## src/rtl/seq3_pkg.sv

```systemverilog
package seq3_pkg;

    localparam int ILEN = 32;

    typedef enum logic [1:0] {
        OP_ADD = 2'b00,
        OP_LDR = 2'b01,
        OP_BL  = 2'b10,
        OP_RSV = 2'b11
    } op_e;

    typedef enum logic [2:0] {
        XS_FIRST,
        XS_LD_ISSUE,
        XS_LD_DATA,
        XS_BL_LINK,
        XS_BL_ADJ
    } xstate_e;

    // operand routing for the single adder
    typedef enum logic [2:0] {
        AS_NONE,
        AS_ADD,
        AS_LD,
        AS_BR,
        AS_LINK,
        AS_ADJ
    } asel_e;

    typedef struct packed {
        logic  hold_front;  // freeze fetch and decode
        logic  ex_done;     // execute accepts the decode word at this edge
        logic  flush;       // redirect fetch to the adder result
        logic  ld_latch;    // capture load address
        logic  dmem_ren;
        asel_e asel;
        logic  wb_en;
        logic  wb_mem;      // write data comes from the data port
        logic  wb_link;     // write goes to the link register
    } ctl_t;

endpackage

```

## src/rtl/seq3_alu.sv

```systemverilog
module seq3_alu #(
    parameter int XLEN = 32
) (
    input  logic [XLEN-1:0] a,
    input  logic [XLEN-1:0] b,
    input  logic [XLEN-1:0] c,
    input  logic            sub,
    output logic [XLEN-1:0] y
);

    always_comb begin
        if (sub) y = a - b;
        else     y = a + b + c;
    end

endmodule

```

## src/rtl/seq3_regfile.sv

```systemverilog
module seq3_regfile #(
    parameter int XLEN = 32,
    parameter int NREG = 16,
    parameter int RIW  = $clog2(NREG)
) (
    input  logic            clk,
    input  logic            rst,
    input  logic            we,
    input  logic [RIW-1:0]  widx,
    input  logic [XLEN-1:0] wdata,
    input  logic [RIW-1:0]  ra_idx,
    input  logic [RIW-1:0]  rb_idx,
    input  logic [XLEN-1:0] pc_op,
    output logic [XLEN-1:0] ra_val,
    output logic [XLEN-1:0] rb_val
);

    localparam logic [RIW-1:0] PCI = RIW'(NREG - 1);

    logic [XLEN-1:0] regs [0:NREG-1];

    always_ff @(posedge clk) begin
        if (rst) begin
            for (int i = 0; i < NREG; i++) regs[i] <= '0;
        end else if (we && widx != PCI) begin
            regs[widx] <= wdata;
        end
    end

    always_comb begin
        ra_val = (ra_idx == PCI) ? pc_op : regs[ra_idx];
        rb_val = (rb_idx == PCI) ? pc_op : regs[rb_idx];
    end

endmodule

```

## src/rtl/seq3_exec_fsm.sv

```systemverilog
module seq3_exec_fsm
    import seq3_pkg::*;
(
    input  logic clk,
    input  logic rst,
    input  logic ex_valid,
    input  op_e  ex_op,
    output ctl_t ctl
);

    xstate_e state_q, state_d;

    always_ff @(posedge clk) begin
        if (rst) state_q <= XS_FIRST;
        else     state_q <= state_d;
    end

    always_comb begin
        state_d = state_q;
        ctl     = '0;
        unique case (state_q)
            XS_FIRST: begin
                if (!ex_valid) begin
                    ctl.ex_done = 1'b1;
                end else begin
                    unique case (ex_op)
                        OP_ADD: begin
                            ctl.asel    = AS_ADD;
                            ctl.wb_en   = 1'b1;
                            ctl.ex_done = 1'b1;
                        end
                        OP_LDR: begin
                            ctl.asel       = AS_LD;
                            ctl.ld_latch   = 1'b1;
                            ctl.hold_front = 1'b1;
                            state_d        = XS_LD_ISSUE;
                        end
                        OP_BL: begin
                            ctl.asel  = AS_BR;
                            ctl.flush = 1'b1;
                            state_d   = XS_BL_LINK;
                        end
                        OP_RSV: begin
                            ctl.ex_done = 1'b1;
                        end
                        default: ctl.ex_done = 1'b1;
                    endcase
                end
            end
            XS_LD_ISSUE: begin
                ctl.hold_front = 1'b1;
                ctl.dmem_ren   = 1'b1;
                state_d        = XS_LD_DATA;
            end
            XS_LD_DATA: begin
                ctl.wb_en   = 1'b1;
                ctl.wb_mem  = 1'b1;
                ctl.ex_done = 1'b1;
                state_d     = XS_FIRST;
            end
            XS_BL_LINK: begin
                ctl.asel    = AS_LINK;
                ctl.wb_en   = 1'b1;
                ctl.wb_link = 1'b1;
                state_d     = XS_BL_ADJ;
            end
            XS_BL_ADJ: begin
                ctl.asel    = AS_ADJ;
                ctl.wb_en   = 1'b1;
                ctl.wb_link = 1'b1;
                ctl.ex_done = 1'b1;
                state_d     = XS_FIRST;
            end
            default: state_d = XS_FIRST;
        endcase
    end

endmodule

```

## src/rtl/seq3_core.sv

```systemverilog
module seq3_core
    import seq3_pkg::*;
#(
    parameter int XLEN = 32,
    parameter int NREG = 16,
    localparam int RIW = $clog2(NREG)
) (
    input  logic            clk,
    input  logic            rst,
    output logic [XLEN-1:0] imem_addr,
    input  logic [ILEN-1:0] imem_rdata,
    output logic [XLEN-1:0] dmem_addr,
    output logic            dmem_ren,
    input  logic [XLEN-1:0] dmem_rdata,
    output logic            wb_valid,
    output logic [RIW-1:0]  wb_reg,
    output logic [XLEN-1:0] wb_data,
    output logic            ex_valid_o,
    output logic [XLEN-1:0] ex_pc_o
);

    localparam logic [RIW-1:0]  PCI     = RIW'(NREG - 1);
    localparam logic [RIW-1:0]  LINKI   = RIW'(NREG - 2);
    localparam logic [XLEN-1:0] STEP    = XLEN'(4);
    localparam logic [XLEN-1:0] PC_AHEAD = XLEN'(8);

    logic [XLEN-1:0] pc_q, fa_addr_q, ex_addr_q, ld_addr_q;
    logic            fa_valid_q, ex_valid_q;
    logic [ILEN-1:0] ex_instr_q;

    ctl_t ctl;
    op_e  ex_op;

    logic [RIW-1:0]  f_rd, f_rn, f_rm, ra_idx;
    logic            f_alt;
    logic [XLEN-1:0] f_imm, f_boff, pc_op;
    logic [XLEN-1:0] ra_val, rb_val;
    logic [XLEN-1:0] alu_a, alu_b, alu_c, alu_y;
    logic            alu_sub;

    // instruction fields
    assign ex_op  = op_e'(ex_instr_q[31:30]);
    assign f_alt  = ex_instr_q[29];
    assign f_rd   = ex_instr_q[24 +: RIW];
    assign f_rn   = ex_instr_q[20 +: RIW];
    assign f_rm   = ex_instr_q[16 +: RIW];
    assign f_imm  = {{(XLEN-16){1'b0}}, ex_instr_q[15:0]};
    assign f_boff = {{(XLEN-29){ex_instr_q[28]}}, ex_instr_q[28:0]};
    assign pc_op  = ex_addr_q + PC_AHEAD;

    seq3_exec_fsm u_fsm (
        .clk      (clk),
        .rst      (rst),
        .ex_valid (ex_valid_q),
        .ex_op    (ex_op),
        .ctl      (ctl)
    );

    assign ra_idx = (ctl.asel == AS_ADJ) ? LINKI : f_rn;

    seq3_regfile #(.XLEN(XLEN), .NREG(NREG), .RIW(RIW)) u_rf (
        .clk    (clk),
        .rst    (rst),
        .we     (wb_valid),
        .widx   (wb_reg),
        .wdata  (wb_data),
        .ra_idx (ra_idx),
        .rb_idx (f_rm),
        .pc_op  (pc_op),
        .ra_val (ra_val),
        .rb_val (rb_val)
    );

    always_comb begin
        alu_a   = '0;
        alu_b   = '0;
        alu_c   = '0;
        alu_sub = 1'b0;
        unique case (ctl.asel)
            AS_ADD:  begin alu_a = ra_val; alu_b = f_alt ? f_imm : rb_val; end
            AS_LD:   begin alu_a = ra_val; alu_b = f_imm; alu_c = f_alt ? rb_val : '0; end
            AS_BR:   begin alu_a = pc_op;  alu_b = f_boff; end
            AS_LINK: begin alu_a = pc_op; end
            AS_ADJ:  begin alu_a = ra_val; alu_b = STEP; alu_sub = 1'b1; end
            default: ;
        endcase
    end

    seq3_alu #(.XLEN(XLEN)) u_alu (
        .a   (alu_a),
        .b   (alu_b),
        .c   (alu_c),
        .sub (alu_sub),
        .y   (alu_y)
    );

    assign wb_reg   = ctl.wb_link ? LINKI : f_rd;
    assign wb_valid = ctl.wb_en && (wb_reg != PCI);
    assign wb_data  = ctl.wb_mem ? dmem_rdata : alu_y;

    // re-present the decode word while the front end is frozen
    assign imem_addr  = ctl.hold_front ? fa_addr_q : pc_q;
    assign dmem_addr  = ld_addr_q;
    assign dmem_ren   = ctl.dmem_ren;
    assign ex_valid_o = ex_valid_q;
    assign ex_pc_o    = ex_addr_q;

    always_ff @(posedge clk) begin
        if (rst) begin
            pc_q       <= '0;
            fa_addr_q  <= '0;
            fa_valid_q <= 1'b0;
            ex_valid_q <= 1'b0;
            ex_instr_q <= '0;
            ex_addr_q  <= '0;
            ld_addr_q  <= '0;
        end else begin
            if (ctl.ld_latch) ld_addr_q <= alu_y;
            if (ctl.flush) begin
                pc_q       <= alu_y;
                fa_valid_q <= 1'b0;
            end else if (!ctl.hold_front) begin
                pc_q       <= pc_q + STEP;
                fa_addr_q  <= pc_q;
                fa_valid_q <= 1'b1;
            end
            if (ctl.ex_done) begin
                ex_valid_q <= fa_valid_q;
                ex_instr_q <= imem_rdata;
                ex_addr_q  <= fa_addr_q;
            end
        end
    end

endmodule

```

## config.mk

```make
export PLATFORM = sky130hd
export DESIGN_NAME = seq3_core
export DESIGN_NICKNAME = d
export VERILOG_FILES = /design/src/rtl/seq3_pkg.sv /design/src/rtl/seq3_alu.sv /design/src/rtl/seq3_regfile.sv /design/src/rtl/seq3_exec_fsm.sv /design/src/rtl/seq3_core.sv
export SDC_FILE = /design/constraint.sdc
export NUM_CORES = 2
export LEC_CHECK = 0
export ABC_AREA = 0
export BUFFER_PORTS_ARGS = -buffer_cell sky130_fd_sc_hd__buf_2
export CAP_MARGIN = 15
export CORE_MARGIN = 2
export CORE_UTILIZATION = 62
export CTS_BUF_LIST = sky130_fd_sc_hd__clkbuf_16
export DETAILED_ROUTE_END_ITERATION = 12
export PLACE_DENSITY_LB_ADDON = 0.15
export SYNTH_ARGS = -nofsm -noshare
export SYNTH_HDL_FRONTEND = slang
export SYNTH_HIERARCHICAL = 1
export SYNTH_SLANG_ARGS = --single-unit
```

## constraint.sdc

```tcl
create_clock -name clk -period 9.9 [get_ports clk]
set_clock_uncertainty 0.05 [all_clocks]
set_input_delay 1.98 -clock clk [delete_from_list [all_inputs] [get_ports clk]]
set_output_delay 1.98 -clock clk [all_outputs]
set_load 0.01 [all_outputs]
```

# ---- Word-level counts from Yosys, hierarchy flattened
# Memory sizes are Yosys's and may differ from the RTL's. A register that Yosys moved wholly into a read port is not among the register bits.
# Cells that the tools add are included.
# Widths: inputs -> output; s select.
dict set report totals {
  ram_bits 512
  regBits 165
  mem_count 1
}
dict set report op_classes {
  n_mux 45
  n_reduce_logical 13
  eq_ne 18
  addsub 5
}
# memory depth word_bits rd rd_clocked_by_memory_dff write_ports line
set memory_table {}
lappend memory_table {u_rf.regs 16 32 2 1 16 seq3_regfile.sv:20} ;# logic [XLEN-1:0] regs [0:NREG-1];
# op count
set op_table {}
lappend op_table {{$mux 32} 11}
lappend op_table {{$pmux 32 s4} 1}
lappend op_table {{$add 32x32->32} 2}
lappend op_table {{$pmux 32 s2} 1}
lappend op_table {{$add 32x3->32 const B} 1}
lappend op_table {{$add 32x4->32 const B} 1}
lappend op_table {{$reduce_or 32->1} 1}
lappend op_table {{$sub 32x32->32} 1}
lappend op_table {{$mux 4} 6}
lappend op_table {{$pmux 3 s3} 2}
lappend op_table {{$mux 1} 16}
lappend op_table {{$eq 3x2->1 const B} 4}
lappend op_table {{$reduce_or 2->1} 5}
lappend op_table {{$eq 3x3->1 const B} 3}
lappend op_table {{$eq 4x4->1 const B} 2}
lappend op_table {{$eq 3x1->1 const B} 2}
lappend op_table {{$pmux 1 s2} 3}
lappend op_table {{$pmux 2 s3} 1}
lappend op_table {{$pmux 3 s2} 1}
lappend op_table {{$reduce_or 3->1} 2}
lappend op_table {{$eq 2x2->1 const B} 2}
lappend op_table {{$mux 2} 2}
lappend op_table {{$ne 2x2->1 const B} 2}
lappend op_table {{$ne 4x4->1 const B} 1}
lappend op_table {{7 further kinds} 8}

# ---- Longest topological paths before layout
dict set report depth {
  depth_word 14
  ltp_mapped 33
  mapped_depth_nobuf 30
}

# ---- Modules after synthesis
# Netlist, hierarchy kept.
# mod cells_per_inst area_each_um2 n_inst
set modules_own_cells {}
lappend modules_own_cells {seq3_regfile 1770 26009.9 1}
lappend modules_own_cells {seq3_core 1081 9063.7 1}
lappend modules_own_cells {seq3_alu 553 4202.8 1}
lappend modules_own_cells {seq3_exec_fsm 37 309.0 1}

# ---- Worst setup path before layout
# No wires, ideal clock.
dict set report synth_path {
  kind {flip-flop to output port}
  startpoint {reg ex_instr_q[30]}
  endpoint {out wb_data[27]}
  setup_slack_ns 1.672
  arrival_time_ns 6.198
  t_required_ns 7.870
  stages_incl_launch_ff 28
  path_cell_list {dfxtp_1 inv_1 ha_1 nor3_1 nor4_1 nand3b_1 and2_1 buf_6 buf_6 mux4_2 and2_1 a211oi_1 a21oi_1 a22o_1 fa_1 ha_1 inv_1 fa_1 nor2b_1 o31ai_1 a31oi_2 o2111a_2 o211ai_2 a21boi_0 o21ai_0 o311ai_0 inv_1 o21ai_0}
}
# item line
set synth_lines {}
lappend synth_lines {{from (decl)} seq3_core.sv:29} ;# logic [ILEN-1:0] ex_instr_q;
lappend synth_lines {{from (signal assigned)} seq3_core.sv:129} ;# ex_instr_q <= imem_rdata;
lappend synth_lines {{to (decl)} seq3_core.sv:17} ;# output logic [XLEN-1:0] wb_data,

==> run metrics <==
via density per instance 6.907; unrepaired setup endpoints after global routing no; period utilization 0.9754; DR WL/cell 29.19 um; post-synthesis sequential area ratio 0.4476; initial antenna violation count 0; CTS tree yes; Final Hold Viols 0; Inserted Clock Buffers 70; Arr. time, crit path 7.63 ns; gr usage total 0.3880; Switching Share 0.2977; status finished, final reports clean; Fin Setup TNS 0 ns; placement row count 92; Synth Register Bits 645; Core ar. 63080 um^2; main combinational cell family by area after synthesis multiplexers; GPL Wtd Cong around 1.0; max frequency 103.6 MHz; CP Capture Type output pin; Worst Tran Pin Value 1.205 ns; total gr overflow 0; Worst EP required 7.87 ns; total power 0.007381 W; PwrDens 168.1 nW/um^2; fillers 4636; commonest non-fill, non-tap cell in the layout and2_1; Synth async-reset ratio 0; HP Class flip-flop to flip-flop; DP Cell Count roughly 4300; Worst Path Buf+Inv 5; post-synthesis net count between 3000 and 4000; post-synth top area share 0.3641; Critical-path top delay cell fa_1; sequential power share 0.419; hold buffers post-CTS 0; switching power 0.002197 W; DRC Markers 0; first-pass GRT wire length 191600 um; Avg Inst Size Synth 11.50 um^2; H-tree depth 3; vias in the first global route 30462; number of flops mapped to enable cells by yosys 480; Startpoint Class flip-flop; chip width 256.7 um; Worst-Skew Late Latency ~0.64 ns; multiplexer share of the synthesized area 0.1709; Slew HR 0.1965; Syn. warnings 6; port buffer count 200; Die H around 260 um; Top FF cell, synth edfxtp_1; Mapped Cells 3441; Root Buffer clkbuf_16; commonest non-fill, non-tap cells in the layout and2_1, edfxtp_1, buf_2, mux4_2, nand2_1; simple-gate share of the synthesized area 0.1668; Final ANT Viol Nets 0; CTS Buffer Depth 3; Gate power share 0.211; starting density of the core 0.6275; clock network power share 0.370; Compound-Gate Fraction of Synth Area 0.1161; Post-Syn Area 39590 um^2; Slew Limit Fails 0; CP delay by family, top compound AO/OA/AOI/OAI gates; CTS sink cnt between 600 and 700; I/O pins 201; Post-Layout Cell Count 4451; CTS clk-pin slew, worst paths 0.06 ns; critical path class flip-flop to output pin; minimum clock period after layout ~9.7 ns; via count around 31000; Max Fanout on Critical Path 11; leakage 17.01 nW; Post-Synth Adder-Cell Area 0.03755; area leader, netlist edfxtp_1; NumNets Final 3712; Finish-stage setup viols 0; largest net degree at the start of global routing between 90 and 100; number of max-cap violations 0; Post-DP HPWL 86850 um; ranking of synthesized cells by area edfxtp_1, mux4_2, and2_1; Die Area 65880 um^2; area grow syn2layout 10.93%; Post-Synth XOR/XNOR Area 0.02013; max incr delay on CP between 0.5 and 0.6 ns; Cell Int Power 0.005184 W; drt initial violations 4683; proportion of layout cells with a drive suffix above 1 0.2334; Max IR drop VDD between 150 and 200 uV; synth unique cells 100; final WL approximately 130000 um; 1st-pass router iterations 8
## path summary, 6_finish.rpt
kind / slack [ns] / endpoint / startpoint / cells after the start
worst min-delay path: 0.42 / fa_addr_q[1]$_SDFFE_PP0N_ / fa_addr_q[1]$_SDFFE_PP0N_ / 2
worst min register to register: 0.42 / fa_addr_q[1]$_SDFFE_PP0N_ / fa_addr_q[1]$_SDFFE_PP0N_ / 2
worst max register to register: 2.48 / u_rf/regs[4][29]$_SDFFCE_PN0P_ / u_fsm/state_q[0]$_SDFFE_PP0P_ / 28
worst max-delay path: 0.24 / wb_data[29] / u_fsm/state_q[0]$_SDFFE_PP0P_ / 26
## per-layer routing
metal	wire length, um	up-vias	share of wire	GRT usage
met1	49490	15281	0.38	0.5203
met2	60020	2098	0.46	0.6138
li1	-	13041	-	-
met5	0	-	0	0
met3	16090	322	0.12	0.1053
met4	4339	0	0.033	0.1321
## cell type report
class	instances	area, um^2	share of cell area
antenna	1	2.502	0.00005699
multi-input combinational	2437	20470	0.4661
clock inverter	57	583.1	0.01328
inverter	79	300.3	0.006839
sequential	645	17730	0.4038
timing repair buffer	314	1966	0.04476
tap	846	1059	0.02411
clock buffer	72	1802	0.04103
## cell families (layout without fill, tap and decap cells)
group / count (synthesis) / after routing
and+or+nand+nor: 1186 / 1189
DFF: 645 / 645
AOI/OAI and AO/OA: 637 / 637
muxes: 421 / 421
buffers and inverters: 362 / 522
adders and majority gates: 99 / 99
xor gates and xnor gates: 91 / 91
other: 0 / 1
## power by group through the flow
stage / Sequential, W / Clock [W] / Combinational (W)
2_1_floorplan: 0.00309 / 0 / 0.00102
3_3_place_gp: 0.00313 / 0 / 0.00146
3_5_place_dp: 0.00314 / 0 / 0.00148
4_1_cts: 0.00309 / 0.00275 / 0.00149
5_1_grt: 0.00310 / 0.00287 / 0.00165
6_report: 0.00309 / 0.00273 / 0.00156
## Yosys cell counts, drive strengths merged (8+ instances only)
| library cell | n |
|---|---|
| o21ai | 66 |
| and2 | 553 |
| nand2b | 27 |
| inv | 79 |
| xor2 | 40 |
| buf | 104 |
| ha | 66 |
| a211oi | 77 |
| or2 | 24 |
| nor3 | 25 |
| or3 | 16 |
| edfxtp | 480 |
| o211ai | 22 |
| or4 | 11 |
| fa | 33 |
| mux2i | 114 |
| o31ai | 8 |
| o221ai | 61 |
| o22a | 60 |
| clkbuf | 178 |
| nand3 | 41 |
| nor4 | 22 |
| nand4 | 19 |
| and4 | 10 |
| a21o | 28 |
| a311oi | 13 |
| nor2 | 173 |
| o21bai | 9 |
| mux2 | 115 |
| o21a | 8 |
| nand2 | 187 |
| dfxtp | 165 |
| xnor2 | 51 |
| a21oi | 179 |
| a22o | 43 |
| nor2b | 40 |
| and3 | 13 |
| mux4 | 192 |
| a31oi | 8 |
## state kept, by name, summed over array words and instances (netlist names)
name and count:
ex_valid_o 1, u_fsm/state_q 3, fa_valid_q 1, ex_instr_q 32, u_rf/regs 480, ex_pc_o 32
pc_q 32, fa_addr_q 32, dmem_addr 32
## through the flow
stage	area, um^2	utilization	setup WS [ns]	hold WS, ns
floorplan	39590	-	1.672	0.3835
detailed placement	41240	0.6538	0.4651	0.4089
global route	43910	0.6961	0.007954	0.4323
finish	43910	0.6961	0.2436	0.4181
CTS	43650	0.6920	0.08203	0.4177
global placement	41240	0.6538	0.6773	0.3999
## worst reg2reg max path: cells and delay by family (launching register included)
family                   cells  cell delay (ns)
AO/OA/AOI/OAI                9             2.09
AND/OR/NAND/NOR              7             1.50
adder cells (fa/ha/maj)      3             1.17
multiplexers                 3             1.16
buffers and inverters        6             0.91
flip-flops                   1             0.45
## repair_timing
item	in CTS	in global routing
resized for setup	2	27
setup endpoints to repair	8	14
pin swaps	1	0
setup buffers	1	15
gates cloned	1	2
hold endpoints to repair	0	0
Power figures use the tool's default switching activity.
